===== src/rtl/irqc_pkg.sv =====
package irqc_pkg;

    localparam int RA_W = 4;

    typedef enum logic [RA_W-1:0] {
        RA_STAT = 4'd0,
        RA_PEND = 4'd1,
        RA_ENAB = 4'd2,
        RA_ACKN = 4'd3,
        RA_SETE = 4'd4,
        RA_CLRE = 4'd5,
        RA_VECT = 4'd6,
        RA_MODE = 4'd7,
        RA_LEVL = 4'd8
    } reg_addr_e;

    typedef enum logic [1:0] {
        CK_SOLO = 2'd0,
        CK_HEAD = 2'd1,
        CK_MID  = 2'd2,
        CK_TAIL = 2'd3
    } casc_kind_e;

    typedef struct packed {
        logic hw_on;
        logic master;
    } mode_t;

    function automatic int id_base(input casc_kind_e k, input int n);
        case (k)
            CK_MID:  return n;
            CK_TAIL: return 2 * n;
            default: return 0;
        endcase
    endfunction

    function automatic bit forwards_chain(input casc_kind_e k);
        return (k == CK_HEAD) || (k == CK_MID);
    endfunction

endpackage


===== src/rtl/irqc_capture.sv =====
module irqc_capture
    import irqc_pkg::*;
#(
    parameter int              N         = 32,
    parameter int              STAGES    = 2,
    parameter logic [N-1:0]    EDGE_MASK = '0
) (
    input  logic         clk,
    input  logic         rst,
    input  logic [N-1:0] raw,
    input  logic         hw_on,
    output logic [N-1:0] hit
);

    logic [N-1:0] sync_q [STAGES];
    logic [N-1:0] prev_q;
    logic [N-1:0] s_last;

    assign s_last = sync_q[STAGES-1];

    always_ff @(posedge clk) begin
        if (rst) begin
            for (int s = 0; s < STAGES; s++) sync_q[s] <= '0;
            prev_q <= '0;
        end else begin
            sync_q[0] <= raw;
            for (int s = 1; s < STAGES; s++) sync_q[s] <= sync_q[s-1];
            prev_q <= s_last;
        end
    end

    for (genvar i = 0; i < N; i++) begin : g_src
        if (EDGE_MASK[i]) begin : g_edge
            assign hit[i] = hw_on & s_last[i] & ~prev_q[i];
            // an edge source never captures on two cycles in a row
            a_r4_edge_single: assert property (@(posedge clk) disable iff (rst)
                hit[i] |=> !hit[i]);
        end else begin : g_level
            assign hit[i] = hw_on & s_last[i];
        end
    end

endmodule


===== src/rtl/irqc_regs.sv =====
module irqc_regs
    import irqc_pkg::*;
#(
    parameter int N  = 32,
    parameter int DW = 32
) (
    input  logic            clk,
    input  logic            rst,
    input  logic            wr,
    input  logic [RA_W-1:0] addr,
    input  logic [DW-1:0]   wdata,
    input  logic [N-1:0]    hit,
    output logic [N-1:0]    pend_q,
    output logic [N-1:0]    en_q,
    output logic [N-1:0]    lvl_q,
    output mode_t           mode_q
);

    logic [N-1:0] sw_set;
    logic [N-1:0] ack_v;
    logic [N-1:0] wbits;

    assign wbits  = wdata[N-1:0];
    assign sw_set = (wr && addr == RA_PEND) ? wbits : '0;
    assign ack_v  = (wr && addr == RA_ACKN) ? wbits : '0;

    always_ff @(posedge clk) begin
        if (rst) begin
            pend_q <= '0;
            en_q   <= '0;
            lvl_q  <= '1;
            mode_q <= '0;
        end else begin
            pend_q <= (pend_q & ~ack_v) | hit | sw_set;
            if (wr) begin
                case (addr)
                    RA_ENAB: en_q   <= wbits;
                    RA_SETE: en_q   <= en_q | wbits;
                    RA_CLRE: en_q   <= en_q & ~wbits;
                    RA_LEVL: lvl_q  <= wbits;
                    RA_MODE: mode_q <= mode_t'(wdata[1:0]);
                    default: ;
                endcase
            end
        end
    end

    // an acknowledged bit with no capture or set in that cycle is clear
    a_r11_ack_clears: assert property (@(posedge clk) disable iff (rst)
        (pend_q & $past(ack_v & ~hit & ~sw_set)) == '0);
    // a software-set bit is pending in the next cycle
    a_r2_sw_sticks: assert property (@(posedge clk) disable iff (rst)
        (pend_q & $past(sw_set)) == $past(sw_set));
    // clear-enable strobe leaves those bits off
    a_r6_clre: assert property (@(posedge clk) disable iff (rst)
        $past(wr && addr == RA_CLRE) |-> ((en_q & $past(wbits)) == '0));

endmodule


===== src/rtl/irqc_prio.sv =====
module irqc_prio #(
    parameter int N   = 32,
    parameter int IDW = $clog2(N)
) (
    input  logic [N-1:0]   req,
    output logic           valid,
    output logic [IDW-1:0] id
);

    always_comb begin
        valid = 1'b0;
        id    = '0;
        for (int i = N - 1; i >= 0; i--) begin
            if (req[i]) begin
                valid = 1'b1;
                id    = IDW'(i);
            end
        end
    end

endmodule


===== src/rtl/prio_irq_ctrl.sv =====
module prio_irq_ctrl
    import irqc_pkg::*;
#(
    parameter int                NSRC      = 32,
    parameter int                DW        = 32,
    parameter int                STAGES    = 2,
    parameter logic [NSRC-1:0]   EDGE_MASK = 'hFF,
    parameter casc_kind_e        KIND      = CK_SOLO
) (
    input  logic               clk,
    input  logic               rst,
    input  logic [NSRC-1:0]    src_in,
    input  logic               casc_in,
    input  logic               bus_wr,
    input  logic [RA_W-1:0]    bus_addr,
    input  logic [DW-1:0]      bus_wdata,
    output logic [DW-1:0]      bus_rdata,
    output logic               irq_out
);

    localparam int              IDW      = $clog2(NSRC);
    localparam bit              FWD      = forwards_chain(KIND);
    localparam int              ID_BASE  = id_base(KIND, NSRC);
    localparam logic [NSRC-1:0] TOP_BIT  = NSRC'(1) << (NSRC - 1);
    localparam logic [NSRC-1:0] EFF_EDGE = FWD ? (EDGE_MASK & ~TOP_BIT) : EDGE_MASK;

    logic [NSRC-1:0] raw;
    logic [NSRC-1:0] hit;
    logic [NSRC-1:0] pend_q;
    logic [NSRC-1:0] en_q;
    logic [NSRC-1:0] lvl_q;
    mode_t           mode_q;
    logic [NSRC-1:0] eligible;
    logic            vec_valid;
    logic [IDW-1:0]  vec_id;
    logic            irq_q;

    assign raw = FWD ? {casc_in, src_in[NSRC-2:0]} : src_in;

    irqc_capture #(
        .N(NSRC), .STAGES(STAGES), .EDGE_MASK(EFF_EDGE)
    ) u_capture (
        .clk(clk), .rst(rst), .raw(raw), .hw_on(mode_q.hw_on), .hit(hit)
    );

    irqc_regs #(
        .N(NSRC), .DW(DW)
    ) u_regs (
        .clk(clk), .rst(rst), .wr(bus_wr), .addr(bus_addr), .wdata(bus_wdata),
        .hit(hit), .pend_q(pend_q), .en_q(en_q), .lvl_q(lvl_q), .mode_q(mode_q)
    );

    assign eligible = pend_q & en_q & lvl_q;

    irqc_prio #(
        .N(NSRC), .IDW(IDW)
    ) u_prio (
        .req(eligible), .valid(vec_valid), .id(vec_id)
    );

    always_comb begin
        case (bus_addr)
            RA_STAT: bus_rdata = DW'(pend_q & en_q);
            RA_PEND: bus_rdata = DW'(pend_q);
            RA_ENAB: bus_rdata = DW'(en_q);
            RA_VECT: bus_rdata = vec_valid ? (DW'(ID_BASE) + DW'(vec_id)) : '1;
            RA_MODE: bus_rdata = DW'(mode_q);
            RA_LEVL: bus_rdata = DW'(lvl_q);
            default: bus_rdata = '0;
        endcase
    end

    always_ff @(posedge clk) begin
        if (rst) irq_q <= 1'b0;
        else     irq_q <= mode_q.master & vec_valid;
    end

    assign irq_out = irq_q;

    // the winner is eligible and nothing of higher priority is
    a_r7_lowest: assert property (@(posedge clk) disable iff (rst)
        vec_valid |-> (eligible[vec_id] &&
                       ((pend_q & en_q & lvl_q & ((NSRC'(1) << vec_id) - NSRC'(1))) == '0)));
    // a masked source never wins
    a_r8_mask_respected: assert property (@(posedge clk) disable iff (rst)
        vec_valid |-> lvl_q[vec_id]);
    // request only after the master switch was on
    a_r9_irq_gated: assert property (@(posedge clk) disable iff (rst)
        irq_out |-> $past(mode_q.master));

endmodule


===== config.mk =====
export PLATFORM = sky130hd
export DESIGN_NAME = prio_irq_ctrl
export DESIGN_NICKNAME = d
export VERILOG_FILES = /design/src/rtl/irqc_pkg.sv /design/src/rtl/irqc_capture.sv /design/src/rtl/irqc_regs.sv /design/src/rtl/irqc_prio.sv /design/src/rtl/prio_irq_ctrl.sv
export SDC_FILE = /design/constraint.sdc
export NUM_CORES = 1
export LEC_CHECK = 0
export ABC_AREA = 1
export BUFFER_PORTS_ARGS = -buffer_cell sky130_fd_sc_hd__clkbuf_2
export CELL_PAD_IN_SITES_DETAIL_PLACEMENT = 0
export CELL_PAD_IN_SITES_GLOBAL_PLACEMENT = 1
export CORE_ASPECT_RATIO = 0.9
export CORE_UTILIZATION = 30
export CTS_BUF_LIST = sky130_fd_sc_hd__clkbuf_16
export DETAILED_ROUTE_END_ITERATION = 16
export PLACE_DENSITY = 0.73
export SLEW_MARGIN = 20
export SYNTH_ARGS = -nofsm -noshare
export SYNTH_HDL_FRONTEND = slang
export SYNTH_SLANG_ARGS = --single-unit

===== constraint.sdc =====
create_clock -name clk -period 5.58 [get_ports clk]
set_clock_uncertainty 0.05 [all_clocks]
set_input_delay 0.558 -clock clk [delete_from_list [all_inputs] [get_ports clk]]
set_output_delay 0.558 -clock clk [all_outputs]
set_load 0.02 [all_outputs]

# == After elaboration in Yosys (flattened, before gate mapping) ==
# Memories as Yosys holds them, arrays and structs flattened.
# Cells that the tools add are included.
# op_classes
n_eq_ne,8
muxes,74
bitwise,60
n_reduce_logical,7
# ops
operator,n
$pmux W32 S6,1
$mux W32,5
$mux W5,32
$and A32 B32 Y32,4
$or A32 B32 Y32,3
$pmux W32 S3,1
$not A32 Y32,2
$and A1 B1 Y1,41
$mux W1,35
$eq A4 B3 Y1 const B,4
$eq A4 B2 Y1 const B,2
$not A1 Y1,8
$reduce_and A2 Y1,3
$eq A4 B1 Y1 const B,1
$eq A4 B4 Y1 const B,1
$logic_not A4 Y1,1
$reduce_bool A3 Y1,1
$logic_and A1 B1 Y1,2
$or A1 B1 Y1,2
# totals
regBits,107
ram_bits,64
in_bits,72
output_inout_bits,33
word_cells,157
n_memories,1
# memory_table
name,words,word_bits,read_ports,rd_clocked_by_memory_dff,write_ports,line,rtl
u_capture.sync_q,2,32,2,0,2,irqc_capture.sv:15,logic [N-1:0] sync_q [STAGES];

# == Logic depth before layout (Yosys ltp) ==
# Gate-level depths: netlist of run 1.
# logic_depth
word_depth,36
mapped_depth,34
mapped_depth_nobuf,34

# == Modules after synthesis ==
# From an unflattened synthesis of run 1, not the netlist that was laid out.
# hier_totals
hier_cells,1408
area_unflattened_um2,8823.5
# modules_own_cells
module,n_inst,cells_per_inst,area_per_inst_um2,seq_area_each_um2
irqc_regs,1,549,4115.2,1961.9
irqc_capture,1,291,2331.0,1441.4
prio_irq_ctrl,1,461,1934.4,20.0
irqc_prio,1,107,442.9,0.0

# == Worst setup path after synthesis of run 1 ==
# Ideal clock, no wire load.
# synth_timing
path_type,register to output
startpoint,reg u_regs.en_q[31]
endpoint,out bus_rdata[0]
t_arrival_ps,1926
required_time_ps,4972
path_slack_ps,3046
path_stages_with_launch,35
path_buffers,0
path_cell_list,dfxtp_1 nand2_2 nor2_2 nand2_1 nand2_1 nand2_1 nand2_1 nand2_1 nand2_1 nand2_1 nand2_1 nand2_1 nand2_1 nand2_1 nand2_1 nand2_1 nand2_1 nand2_1 nand2_1 nand2_1 nand2_1 nand2_1 nand2_1 nand2_1 nand2_1 nand2_1 nand2_1 nand2_1 nand2_1 nand2_1 nand2_1 nand2_1 nand2_1 nand2_1 nand2_1
# synth_between
elab_chain_len,36
elab_cells_between_ends,68
classes_between,mux (66); bitwise (2)
# synth_rtl
element,line,rtl
"start, declared",irqc_regs.sv:14,"output logic [N-1:0] en_q,"
"start signal, assigned",irqc_regs.sv:37,RA_ENAB: en_q <= wbits;
"start signal, assigned",irqc_regs.sv:38,RA_SETE: en_q <= en_q | wbits;
"start signal, assigned",irqc_regs.sv:39,RA_CLRE: en_q <= en_q & ~wbits;
$and A32 B32 Y32 * (2 in series),prio_irq_ctrl.sv:53,assign eligible = pend_q & en_q & lvl_q;
$mux W5 or $mux W1 (tied branches) (32 in series),irqc_prio.sv:14,if (req[i]) begin
$mux W32 *,prio_irq_ctrl.sv:66,RA_VECT: bus_rdata = vec_valid ? (DW'(ID_BASE) + DW'(vec_id)) : '1;
$pmux W32 S6 *,prio_irq_ctrl.sv:62,case (bus_addr)
"end, declared",prio_irq_ctrl.sv:17,"output logic [DW-1:0] bus_rdata,"
# Mark *: on every way between the ends. The rest lies on a longest branch, timed or not.

# == Worst setup path in the final report of run 1 ==
# layout_timing
startpoint,in bus_addr[0]
endpoint,out bus_rdata[4]
# layout_between
elab_chain_len,2
elab_cells_between_ends,7
classes_between,eq/ne (5); mux (1); reduce/logical (1)
# layout_rtl
element,line,rtl
"start, declared",prio_irq_ctrl.sv:15,"input logic [RA_W-1:0] bus_addr,"
"$eq A4 B4 Y1, or another cell as far along",prio_irq_ctrl.sv:62,
$pmux W32 S6 *,prio_irq_ctrl.sv:62,
# Marks and branches as above.

==> summary.txt, run 1 <==
Clock tree
  • Clock Latency Late Sink: 0.43 ns
  • CTS tree: yes
  • Cts repair resizes: 0
  • Hold-fix buffers, CTS: 0
  • Post-CTS setup buffers: 0
  • H-tree Lvls: 4
  • Clk buf depth: 2
  • CTS Sinks: 171
  • Num CTS Buffers: 17
  • Worst-path clk slew: 0.07 ns
  • Root Buffer Master: clkbuf_16

Placement
  • GP Congestion: 0.762
  • IO buf count: 103
  • Post-DP HPWL: 13.3 mm

Synthesis
  • Dominant cell type by area after synthesis: dfxtp_1
  • Syn Inst Count: 1048
  • Ys Warns: 0
  • Syn_nets: 1120
  • Netlist Area Pre-Place: 7450 µm²
  • Asr flop ratio synth: 0
  • Synth top cells by count: inv_1, dfxtp_1, nand2_1
  • Ranking of synthesized cells by area: dfxtp_1, inv_1, nand2_1, o21ai_0, nor2_1
  • Syn avg cell area: 7.11 µm²
  • Register area share after synthesis: 0.459
  • Post-synth EDFFs: 0
  • Yosys cell types: 26
  • Share of the synthesized area in the top cell type: 0.459
  • Top FF cell, synth: dfxtp_1
  • Post-synthesis register bit count: 171
  • Most numerous cell in the Yosys netlist: inv_1

Critical path
  • Slowest CP cell: inv_1
  • Setup crit start kind: primary input
  • Worst Setup Path Type: primary input to primary output
  • Critical path data arrival time: 2.97 ns
  • Delay-heaviest family, CP: buffers and inverters
  • Worst Path Required: 4.97 ns
  • Worst path bufs/invs: 4
  • Crit path top cell by count: clkbuf_2
  • Worst Path Max Fanout: 34
  • Worst path cell trace: clkbuf_2, nor2_1, nand3_1, inv_1, buf_4, a21oi_1, o21ai_0, clkbuf_2
  • Worst path max stage delay: 0.51 ns
  • Critical Path End Type: primary output

Global route
  • Met3 Usage GRT: 0.0395
  • Congestion Overflow GR: 0
  • Met1 Resource Use GR: 0.229
  • Gr busiest metal: met2
  • Global-route wire length before repair: 34.1 mm
  • Initial antenna violation count: 0
  • Vias in the first global route: 6389
  • M2 GR Usage: 0.287
  • Gr usage total: 0.175
  • Largest net degree at the start of global routing: 88

Die
  • Core area: 24300 µm²
  • Initial Utilization: 0.306
  • Die W: 168 µm
  • I/O pin count: 105
  • # rows: 54
  • Die Y: 152 µm
  • Die ar.: 25500 µm²

Routing
  • Initial DRC count: 473
  • WL per Instance: 14.9 µm
  • Drt first pass iters: 5
  • Post-route ant nets: 0
  • Final WL: 21.5 mm
  • # DRC: 0
  • DR vias/cell: 4.69
  • Via count: 6758

Job
  • Max-cap viol count: 0

Finish
  • Core Util, Final: 0.360
  • Final nets: 1191
  • Share of cells above drive strength 1: 0.142
  • Diodes inserted: 0
  • Area growth from synthesis to final layout: 17.5%

Power
  • Leakage: 3.94 nW
  • Pwr Density: 300 nW/µm²
  • Worst vdd ir: 0.171 mV

STA
  • Final Max Tran Viols: 0
  • Min Tclk post-route: 3.58 ns
  • RSZ-0062 raised after global routing: false
  • Final TNS setup: 0 ns
  • Period utilization: 0.641
  • Top achievable clock speed: 0.279 GHz
  • Hold_ws: 0.253 ns
  • Final setup violation count: 0
  • Worst-Margin Slew: 0.913 ns
  • Final Hold Fails: 0
  • Max-slew headroom: 0.391

Status
  • Outcome: completed

Min path
  • Hold Path Class: primary input to register
-- cell families (layout without fill, tap and decap cells) --
family,after synthesis,after routing,synth area share
compound gates,297,297,0.224
buf+inv,246,330,0.124
flops,171,171,0.459
simple gates,334,334,0.192
-- where the power goes --
group / total [W] / internal [W] / switching, W / leakage (nW)
Sequential: 0.00128 / 0.00126 / 0.0000208 / 1.40
Combinational: 0.000215 / 0.0000687 / 0.000146 / 2.28
Clock: 0.00113 / 0.000613 / 0.000514 / 0.264
Total: 0.00262 / 0.00194 / 0.000681 / 3.94
-- layout make-up --
| type | instances | area, µm² |
|---|---|---|
| clock inverters | 15 | 125 |
| flip-flops and latches | 171 | 3420 |
| inverters | 188 | 707 |
| clock buffers | 17 | 425 |
| multi-input cells | 631 | 3110 |
| well taps | 308 | 385 |
| fillers | 2600 | 15600 |
| repair buffers | 110 | 571 |
-- tightest hold or removal path, cell delays in order --
cell and delay (ns):
clkbuf_2 0.08, inv_1 0.04, nor2_1 0.03
-- state kept, by name, indices dropped and copies added, names as in the netlist --
register / flops
u_regs.lvl_q: 32
u_regs.mode_q: 2
u_regs.en_q: 32
u_capture.prev_q: 8
u_capture.sync_q: 64
u_regs.pend_q: 32
irq_out: 1
-- layer usage --
metal  wire length (µm)  up-vias
met4                234        0
met5                  0        -
met3               1080       18
met1              10400     3045
li1                   -     3538
met2               9810      157
-- placed cells by master (no fill, tap or decap) --
| cell | n |
|---|---|
| inv_1 | 183 |
| dfxtp_1 | 170 |
| nand2_1 | 151 |
| nor2_1 | 129 |
| o21ai_0 | 105 |
| clkbuf_2 | 102 |
| a21oi_1 | 65 |
| a31oi_1 | 34 |
| o211ai_1 | 34 |
| o22ai_1 | 32 |
| nand3_1 | 27 |
| o21ai_1 | 22 |
| clkbuf_16 | 17 |
| nand3_2 | 9 |
| nand3b_1 | 9 |
| buf_4 | 8 |
| nand3_4 | 4 |
| inv_2 | 4 |
| clkinv_1 | 4 |
| clkinvlp_4 | 3 |
| clkinv_4 | 3 |
| inv_6 | 3 |
| nand2_2 | 2 |
| nor2_2 | 2 |
| clkinv_2 | 2 |
| nor3_1 | 1 |
| o21bai_1 | 1 |
| a221oi_1 | 1 |
| a211oi_1 | 1 |
| o2111ai_1 | 1 |
| o32ai_1 | 1 |
| bufinv_16 | 1 |
| dfxtp_2 | 1 |
-- final timing paths --
kind / start / end / slack, ns / cells after the start
setup reg to reg: u_regs.lvl_q[17] / irq_out / 3.91 / 9
hold / removal: src_in[26] / u_capture.sync_q[0][26] / 0.25 / 3
setup / recovery: bus_addr[0] / bus_rdata[4] / 2.00 / 8
hold reg to reg: u_capture.sync_q[0][29] / u_capture.sync_q[0][61] / 0.35 / 2
-- stage by stage --
step	cell area (µm²)	total power, W	instances	setup WS, ns
floorplan	7450	0.00144	1048	3.05
finish	8750	0.00262	1440	2.00
global placement	8200	0.00152	1408	1.99
detailed placement	8200	0.00153	1408	1.96
CTS	8750	0.00266	1440	1.99
global route	8750	0.00274	1440	1.70
Note: power is estimated with default switching activity, not from simulation.
==> run 2, diff against run 1 <==
--- a/config.mk
+++ b/config.mk
@@ -5,7 +5,7 @@
 export SDC_FILE = /design/constraint.sdc
 export NUM_CORES = 1
 export LEC_CHECK = 0
-export ABC_AREA = 1
+export ABC_AREA = 0
 export BUFFER_PORTS_ARGS = -buffer_cell sky130_fd_sc_hd__clkbuf_2
 export CELL_PAD_IN_SITES_DETAIL_PLACEMENT = 0
 export CELL_PAD_IN_SITES_GLOBAL_PLACEMENT = 1
@@ -13,7 +13,7 @@
 export CORE_UTILIZATION = 30
 export CTS_BUF_LIST = sky130_fd_sc_hd__clkbuf_16
 export DETAILED_ROUTE_END_ITERATION = 16
-export PLACE_DENSITY = 0.73
+export PLACE_DENSITY = 0.7
 export SLEW_MARGIN = 20
 export SYNTH_ARGS = -nofsm -noshare
 export SYNTH_HDL_FRONTEND = slang
==> constraint.sdc (replaced) <==
create_clock -name clk -period 3.5 [get_ports clk]
set_clock_uncertainty 0.05 [all_clocks]
set_input_delay 0.35 -clock clk [delete_from_list [all_inputs] [get_ports clk]]
set_output_delay 0.35 -clock clk [all_outputs]
set_load 0.02 [all_outputs]
==> summary.txt, run 2 <==
Status
  • Outcome: completed

Placement
  • GP Congestion: 0.786 (+3.1%)
  • Post-DP HPWL: 14.2 mm (+6.3%)
  • IO buf count: 103 (unchanged)
  • Pre-CTS WS: 0.806 ns (-1.16 ns)

Die
  • Die W: 170 µm (+1.3%)
  • I/O pin count: 105 (unchanged)
  • Initial Utilization: 0.305 (-0.00157)
  • # rows: 55 (+1.9%)
  • Die ar.: 26200 µm² (+2.7%)
  • Die Y: 154 µm (+1.3%)
  • Core area: 25100 µm² (+3.3%)

Routing
  • Post-route ant nets: 0 (unchanged)
  • Initial DRC count: 685 (+45%)
  • # DRC: 0 (unchanged)
  • WL per Instance: 17.6 µm (+18%)
  • DR vias/cell: 5.19 (+11%)
  • Drt first pass iters: 7 (+2)
  • Final WL: 22.1 mm (+2.7%)
  • Via count: 6520 (-3.5%)

Global route
  • Largest net degree at the start of global routing: 69 (-22%)
  • Global-route wire length before repair: 34.5 mm (+1.2%)
  • Vias in the first global route: 6203 (-2.9%)
  • Gr usage total: 0.173 (-0.00220)
  • Initial antenna violation count: 0 (unchanged)
  • Congestion Overflow GR: 0 (unchanged)

Clock tree
  • H-tree Lvls: 4 (unchanged)
  • Clk buf depth: 2 (unchanged)
  • Cts repair resizes: 0 (unchanged)
  • Worst-path clk slew: 0.07 ns (about the same)
  • Clock Latency Late Sink: 0.43 ns (about the same)
  • Hold-fix buffers, CTS: 0 (unchanged)
  • CTS Sinks: 171 (unchanged)
  • Post-CTS setup buffers: 0 (unchanged)
  • Num CTS Buffers: 17 (unchanged)
  • CTS tree: yes
  • Root Buffer Master: clkbuf_16

Job
  • Max-cap viol count: 0 (unchanged)

Critical path
  • Worst path bufs/invs: 2 (-2)
  • Worst r2r dst: irq_out
  • Delay-heaviest family, CP: simple AND/OR/NAND/NOR gates
  • Critical path data arrival time: 2.65 ns (-0.32 ns)
  • Worst Path Required: 3.10 ns (-1.87 ns)
  • Worst R2R Setup Slack: 1.75 ns (-2.16 ns)
  • Worst Setup Path Type: register to primary output
  • Worst path max stage delay: 0.34 ns (-0.17 ns)
  • Worst Path Max Fanout: 17 (-50%)
  • R2r worst-path depth: 5 (-4)
  • R2R Path Start: u_regs.pend_q[10]
  • Setup crit start kind: register
  • Worst path cell trace: and3_1, a31oi_1, nand4_1, nor3_2, nand4_4, buf_4, nand2_1, clkbuf_2
  • Critical Path End Type: primary output
  • Slowest CP cell: dfxtp_1

STA
  • Top achievable clock speed: 0.328 GHz
  • Final setup margin: 0.448 ns (-1.55 ns)
  • Min Tclk post-route: 3.05 ns
  • Final setup violation count: 0 (unchanged)
  • Final Max Tran Viols: 0 (unchanged)
  • Max-slew headroom: 0.479 (+0.0878)
  • RSZ-0062 raised after global routing: false
  • Final TNS setup: 0 ns (unchanged)
  • Period utilization: 0.872
  • Worst-Margin Slew: 0.781 ns (-0.132 ns)
  • Final Hold Fails: 0 (unchanged)

Synthesis
  • Syn Inst Count: 829 (-21%)
  • Dominant cell type by area after synthesis: dfxtp_1
  • Syn avg cell area: 9.23 µm² (+30%)
  • Synth top cells by count: dfxtp_1, nand2_1, nor2b_1
  • Netlist Area Pre-Place: 7650 µm² (+2.7%)
  • Syn_nets: 901 (-20%)
  • Post-synthesis register bit count: 171 (unchanged)
  • Top FF cell, synth: dfxtp_1
  • Ys Warns: 0 (unchanged)
  • Register area share after synthesis: 0.447 (-0.0122)
  • Ranking of synthesized cells by area: dfxtp_1, a222oi_1, nand2_1, nor2b_1, a22oi_2
  • Yosys cell types: 54 (+110%)
  • Most numerous cell in the Yosys netlist: dfxtp_1
  • Share of the synthesized area in the top cell type: 0.447 (-0.0122)
  • Asr flop ratio synth: 0 (unchanged)
  • Post-synth EDFFs: 0 (unchanged)

Finish
  • Most frequent cells in the layout: dfxtp_1, nand2_1, clkbuf_2, nor2b_1, nor2_1
  • Share of cells above drive strength 1: 0.245 (+0.103)
  • Fillers: 2631 (+1.2%)
  • Register with the most flip-flops: u_capture.sync_q
  • Final nets: 974 (-18%)
  • Number of flip-flops under the largest register name: 64 (unchanged)
  • Diodes inserted: 0 (unchanged)
  • Most common cell after layout, fill and taps aside: dfxtp_1
  • Area growth from synthesis to final layout: 16.6%

Power
  • Clock network power share: 0.421 (-0.009)
  • Worst vdd ir: 0.290 mV (+70%)
  • Pwr Density: 463 nW/µm² (+55%)
  • Combinational power share: 0.086 (+0.004)
  • Sw Pwr: 0.00108 W (+59%)
  • Leakage: 3.81 nW (-3.4%)
  • Switch share: 0.262 (+0.00271)
  • Internal: 0.00305 W (+57%)
  • Sequential Power Share: 0.493 (+0.005)

Min path
  • Hold Path Class: primary input to register
  • Hold Startpoint: src_in[29]
  • Worst Hold Depth: 2 (-1)
  • WHS Endpoint: u_capture.sync_q[0][29]
[run 2: cell types whose count changed after synthesis, sizes merged, moves of 32 or more]
cell | previous run | this run
inv | 187 | 4
o22ai | 32 | 0
a22oi | 0 | 42
a21oi | 65 | 10
nand3b | 9 | 41
nor2b | 0 | 76
nor2 | 131 | 62
a222oi | 0 | 53
o21ai | 127 | 38
[run 2: final cells by class]
| type | count | area, µm² | share of cell area |
|---|---|---|---|
| well taps | 342 | 428 | 0.0479 |
| repair buffers | 119 | 676 | 0.0757 |
| inverters | 4 | 15.0 | 0.00168 |
| flip-flops and latches | 171 | 3420 | 0.384 |
| clock inverters | 15 | 97.6 | 0.0109 |
| clock buffers | 17 | 425 | 0.0477 |
| multi-input cells | 589 | 3860 | 0.432 |
[run 2: per-stage QoR]
step                      power (W)  instances  area, µm²  hold slack (ns)  utilization
after floorplan             0.00229        829       7650            0.364            -
after global placement      0.00243       1225       8400            0.367        0.334
after detailed placement    0.00244       1225       8400            0.375        0.334
after CTS                   0.00418       1257       8920           0.0570        0.355
after global routing        0.00430       1257       8920           0.0674        0.355
final                       0.00413       1257       8920           0.0692        0.355
[run 2: worst max-delay path by stage]
stage	from	endpoint	depth (start not counted)
after floorplan	bus_addr[1]	bus_rdata[3]	6
final	u_regs.pend_q[25]	bus_rdata[19]	8
after global placement	bus_addr[1]	bus_rdata[4]	7
after detailed placement	bus_addr[3]	bus_rdata[4]	7
after CTS	u_regs.pend_q[25]	bus_rdata[19]	8
after global routing	u_regs.pend_q[25]	bus_rdata[25]	8
[run 2: power groups by stage]
stage | Clock, W | Combinational (W) | Sequential, W
final | 0.00174 | 0.000356 | 0.00204
after global routing | 0.00187 | 0.000388 | 0.00204
after CTS | 0.00178 | 0.000359 | 0.00204
after detailed placement | 0 | 0.000358 | 0.00208
after global placement | 0 | 0.000354 | 0.00208
after floorplan | 0 | 0.000222 | 0.00207
[run 2: cell families after synthesis]
| kind of cell | share of synthesized area |
|---|---|
| AND/OR/NAND/NOR | 0.265 |
| XOR/XNOR | 0.00114 |
| multiplexers | 0.00262 |
| AO/OA/AOI/OAI | 0.234 |
| flip-flops | 0.447 |
| buffers and inverters | 0.0503 |
[run 2: routing by layer]
metal,up-vias,GRT usage,wire length [µm]
met3,18,0.0402,1280
li1,3149,-,-
met5,-,0,0
met4,0,0.0399,202
met2,221,0.267,9800
met1,3132,0.242,10800
[run 2: worst register-to-register path: stages (launching register included)]
cell      delay [ns]
dfxtp_1         0.39
nand3_1         0.21
and4_1          0.29
nand2_1         0.13
nor3_2          0.08
a311oi_1        0.45
==> run 3, diff against run 2 <==
--- a/config.mk
+++ b/config.mk
@@ -13,7 +13,7 @@
 export CORE_UTILIZATION = 30
 export CTS_BUF_LIST = sky130_fd_sc_hd__clkbuf_16
 export DETAILED_ROUTE_END_ITERATION = 16
-export PLACE_DENSITY = 0.7
+export PLACE_DENSITY = 0.72
 export SLEW_MARGIN = 20
 export SYNTH_ARGS = -nofsm -noshare
 export SYNTH_HDL_FRONTEND = slang
==> constraint.sdc (replaced) <==
create_clock -name clk -period 2.5 [get_ports clk]
set_clock_uncertainty 0.05 [all_clocks]
set_input_delay 0.25 -clock clk [delete_from_list [all_inputs] [get_ports clk]]
set_output_delay 0.25 -clock clk [all_outputs]
set_load 0.02 [all_outputs]
==> summary.txt, run 3 (same netlist as run 2, synthesis figures left out) <==
Routing
  • Final WL: 22.3 mm (+1.3%)
  • DR vias/cell: 5.18 (-0.14%)
  • # DRC: 0 (unchanged)
  • Post-route ant nets: 0 (unchanged)
  • WL per Instance: 17.1 µm (-2.7%)
  • Via count: 6775 (+3.9%)
  • Drt first pass iters: 7 (unchanged)
  • Initial DRC count: 678 (-1.0%)

Critical path
  • Setup crit start kind: register
  • Worst Path Max Fanout: 7 (-10)
  • Worst Path Required: 2.20 ns (-0.90 ns)
  • Critical path data arrival time: 2.18 ns (-0.47 ns)
  • Worst Setup Path Type: register to primary output
  • Critical Path End Type: primary output
  • Worst R2R Setup Slack: 0.89 ns (-0.86 ns)

Die
  • Die ar.: 26200 µm² (unchanged)
  • Initial Utilization: 0.305 (unchanged)
  • Die W: 170 µm (unchanged)
  • Die Y: 154 µm (unchanged)
  • Core area: 25100 µm² (unchanged)
  • I/O pin count: 105 (unchanged)
  • # rows: 55 (unchanged)

Clock tree
  • Root Buffer Master: clkbuf_16
  • CTS tree: yes
  • H-tree Lvls: 4 (unchanged)
  • Clock Latency Late Sink: 0.43 ns (about the same)
  • Worst-path clk slew: 0.07 ns (about the same)
  • CTS Sinks: 171 (unchanged)
  • Clk buf depth: 2 (unchanged)
  • Num CTS Buffers: 17 (unchanged)

Power
  • Leakage: 4.13 nW (+8.7%)
  • Total power: 0.00597 W (+45%)
  • Worst vdd ir: 0.377 mV (+30%)
  • Pwr Density: 609 nW/µm² (+31%)

Finish
  • Register with the most flip-flops: u_capture.sync_q
  • Most common cell after layout, fill and taps aside: dfxtp_1
  • Number of flip-flops under the largest register name: 64 (unchanged)
  • Diodes inserted: 0 (unchanged)
  • Most frequent cells in the layout: dfxtp_1, nand2_1, clkbuf_2, nor2b_1, nor2_1
  • Share of cells above drive strength 1: 0.301 (+0.0564)
  • Final nets: 1025 (+5.2%)
  • Core Util, Final: 0.391 (+0.0353)
  • Area growth from synthesis to final layout: 28.2%

Min path
  • Hold Path Class: primary input to register

STA
  • Final TNS setup: 0 ns (unchanged)
  • Final setup violation count: 0 (unchanged)
  • Final Hold Fails: 0 (unchanged)
  • Min Tclk post-route: 2.48 ns
  • Final Max Tran Viols: 0 (unchanged)
  • Top achievable clock speed: 0.402 GHz
  • Period utilization: 0.994
  • Max-slew headroom: 0.635 (+0.156)
  • RSZ-0062 raised after global routing: true
  • Worst-Margin Slew: 0.548 ns (-0.233 ns)

Global route
  • Global-route wire length before repair: 35.2 mm (+1.9%)
  • Congestion Overflow GR: 0 (unchanged)
  • Largest net degree at the start of global routing: 71 (+2.9%)
  • Vias in the first global route: 6390 (+3.0%)
  • Initial antenna violation count: 0 (unchanged)
  • Gr usage total: 0.174 (+0.00149)

Job
  • Max-cap viol count: 0 (unchanged)

Placement
  • Post-DP HPWL: 14.5 mm (+2.5%)
  • IO buf count: 103 (unchanged)
  • GP Congestion: 0.798 (+1.6%)

Status
  • Outcome: completed
## run 3: cell count changes in the layout (fill, tap and decap cells not counted), moves of 14 or more
cell           change
dlygate4sd3_1     +32
clkbuf_2          -23
nand2_1           -19
buf_4             +18
nand2_2           +19
buf_6             +14
## run 3: what timing repair did
action,4_1_cts,5_1_grt
hold endpoints to repair,32,0
hold buffers,32,0
gates resized for setup,34,89
pin swaps,5,4
endpoints found under the setup margin,31,30
buffers inserted,6,1
## run 3: through the flow
| stage | cells | setup WS [ns] | cell area [µm²] | hold WS, ns |
|---|---|---|---|---|
| finish | 1308 | 0.0152 | 9810 | 0.0730 |
| CTS | 1307 | -0.0263 | 9600 | 0.0493 |
| floorplan | 829 | 0.545 | 7650 | 0.324 |
| global placement | 1237 | 0.236 | 8540 | 0.367 |
| global route | 1308 | -0.0852 | 9810 | 0.0761 |
| detailed placement | 1237 | 0.222 | 8540 | 0.372 |
## run 3: path summary, 6_finish.rpt
path,startpoint,to,cells after the start
max,u_regs.pend_q[16],bus_rdata[2],7
max reg2reg,u_regs.pend_q[10],irq_out,7
min,bus_wdata[27],u_regs.lvl_q[27],3
min reg2reg,u_capture.sync_q[0][24],u_capture.sync_q[0][56],1
## run 3: routing by layer
layer,track usage,wire [µm]
met1,0.234,10400
met2,0.271,10200
met3,0.0494,1510
met5,0,0
met4,0.0502,278
## run 3: layout make-up
| type | instances | area, µm² |
|---|---|---|
| timing repair buffer | 170 | 1350 |
| sequential | 171 | 3430 |
| fill | 2549 | 15300 |
| multi-input combinational | 589 | 4040 |
| tap | 342 | 428 |
| clock inverter | 15 | 124 |
| inverter | 4 | 15.0 |
| clock buffer | 17 | 425 |
## run 3: power breakdown
part	internal [W]	switching [W]	total [W]	leakage [nW]
combinational	0.000271	0.000319	0.000590	2.47
sequential	0.00281	0.0000463	0.00285	1.40
clock	0.00137	0.00116	0.00253	0.269
total	0.00445	0.00152	0.00597	4.13
## run 3: critical path, stage by stage (launching register included)
cell and delay (ns):
dfxtp_1 0.34, and3_4 0.21, a31oi_4 0.18, nand3_2 0.12, nor3_4 0.21, nand4_4 0.22
o211ai_1 0.25, buf_4 0.22
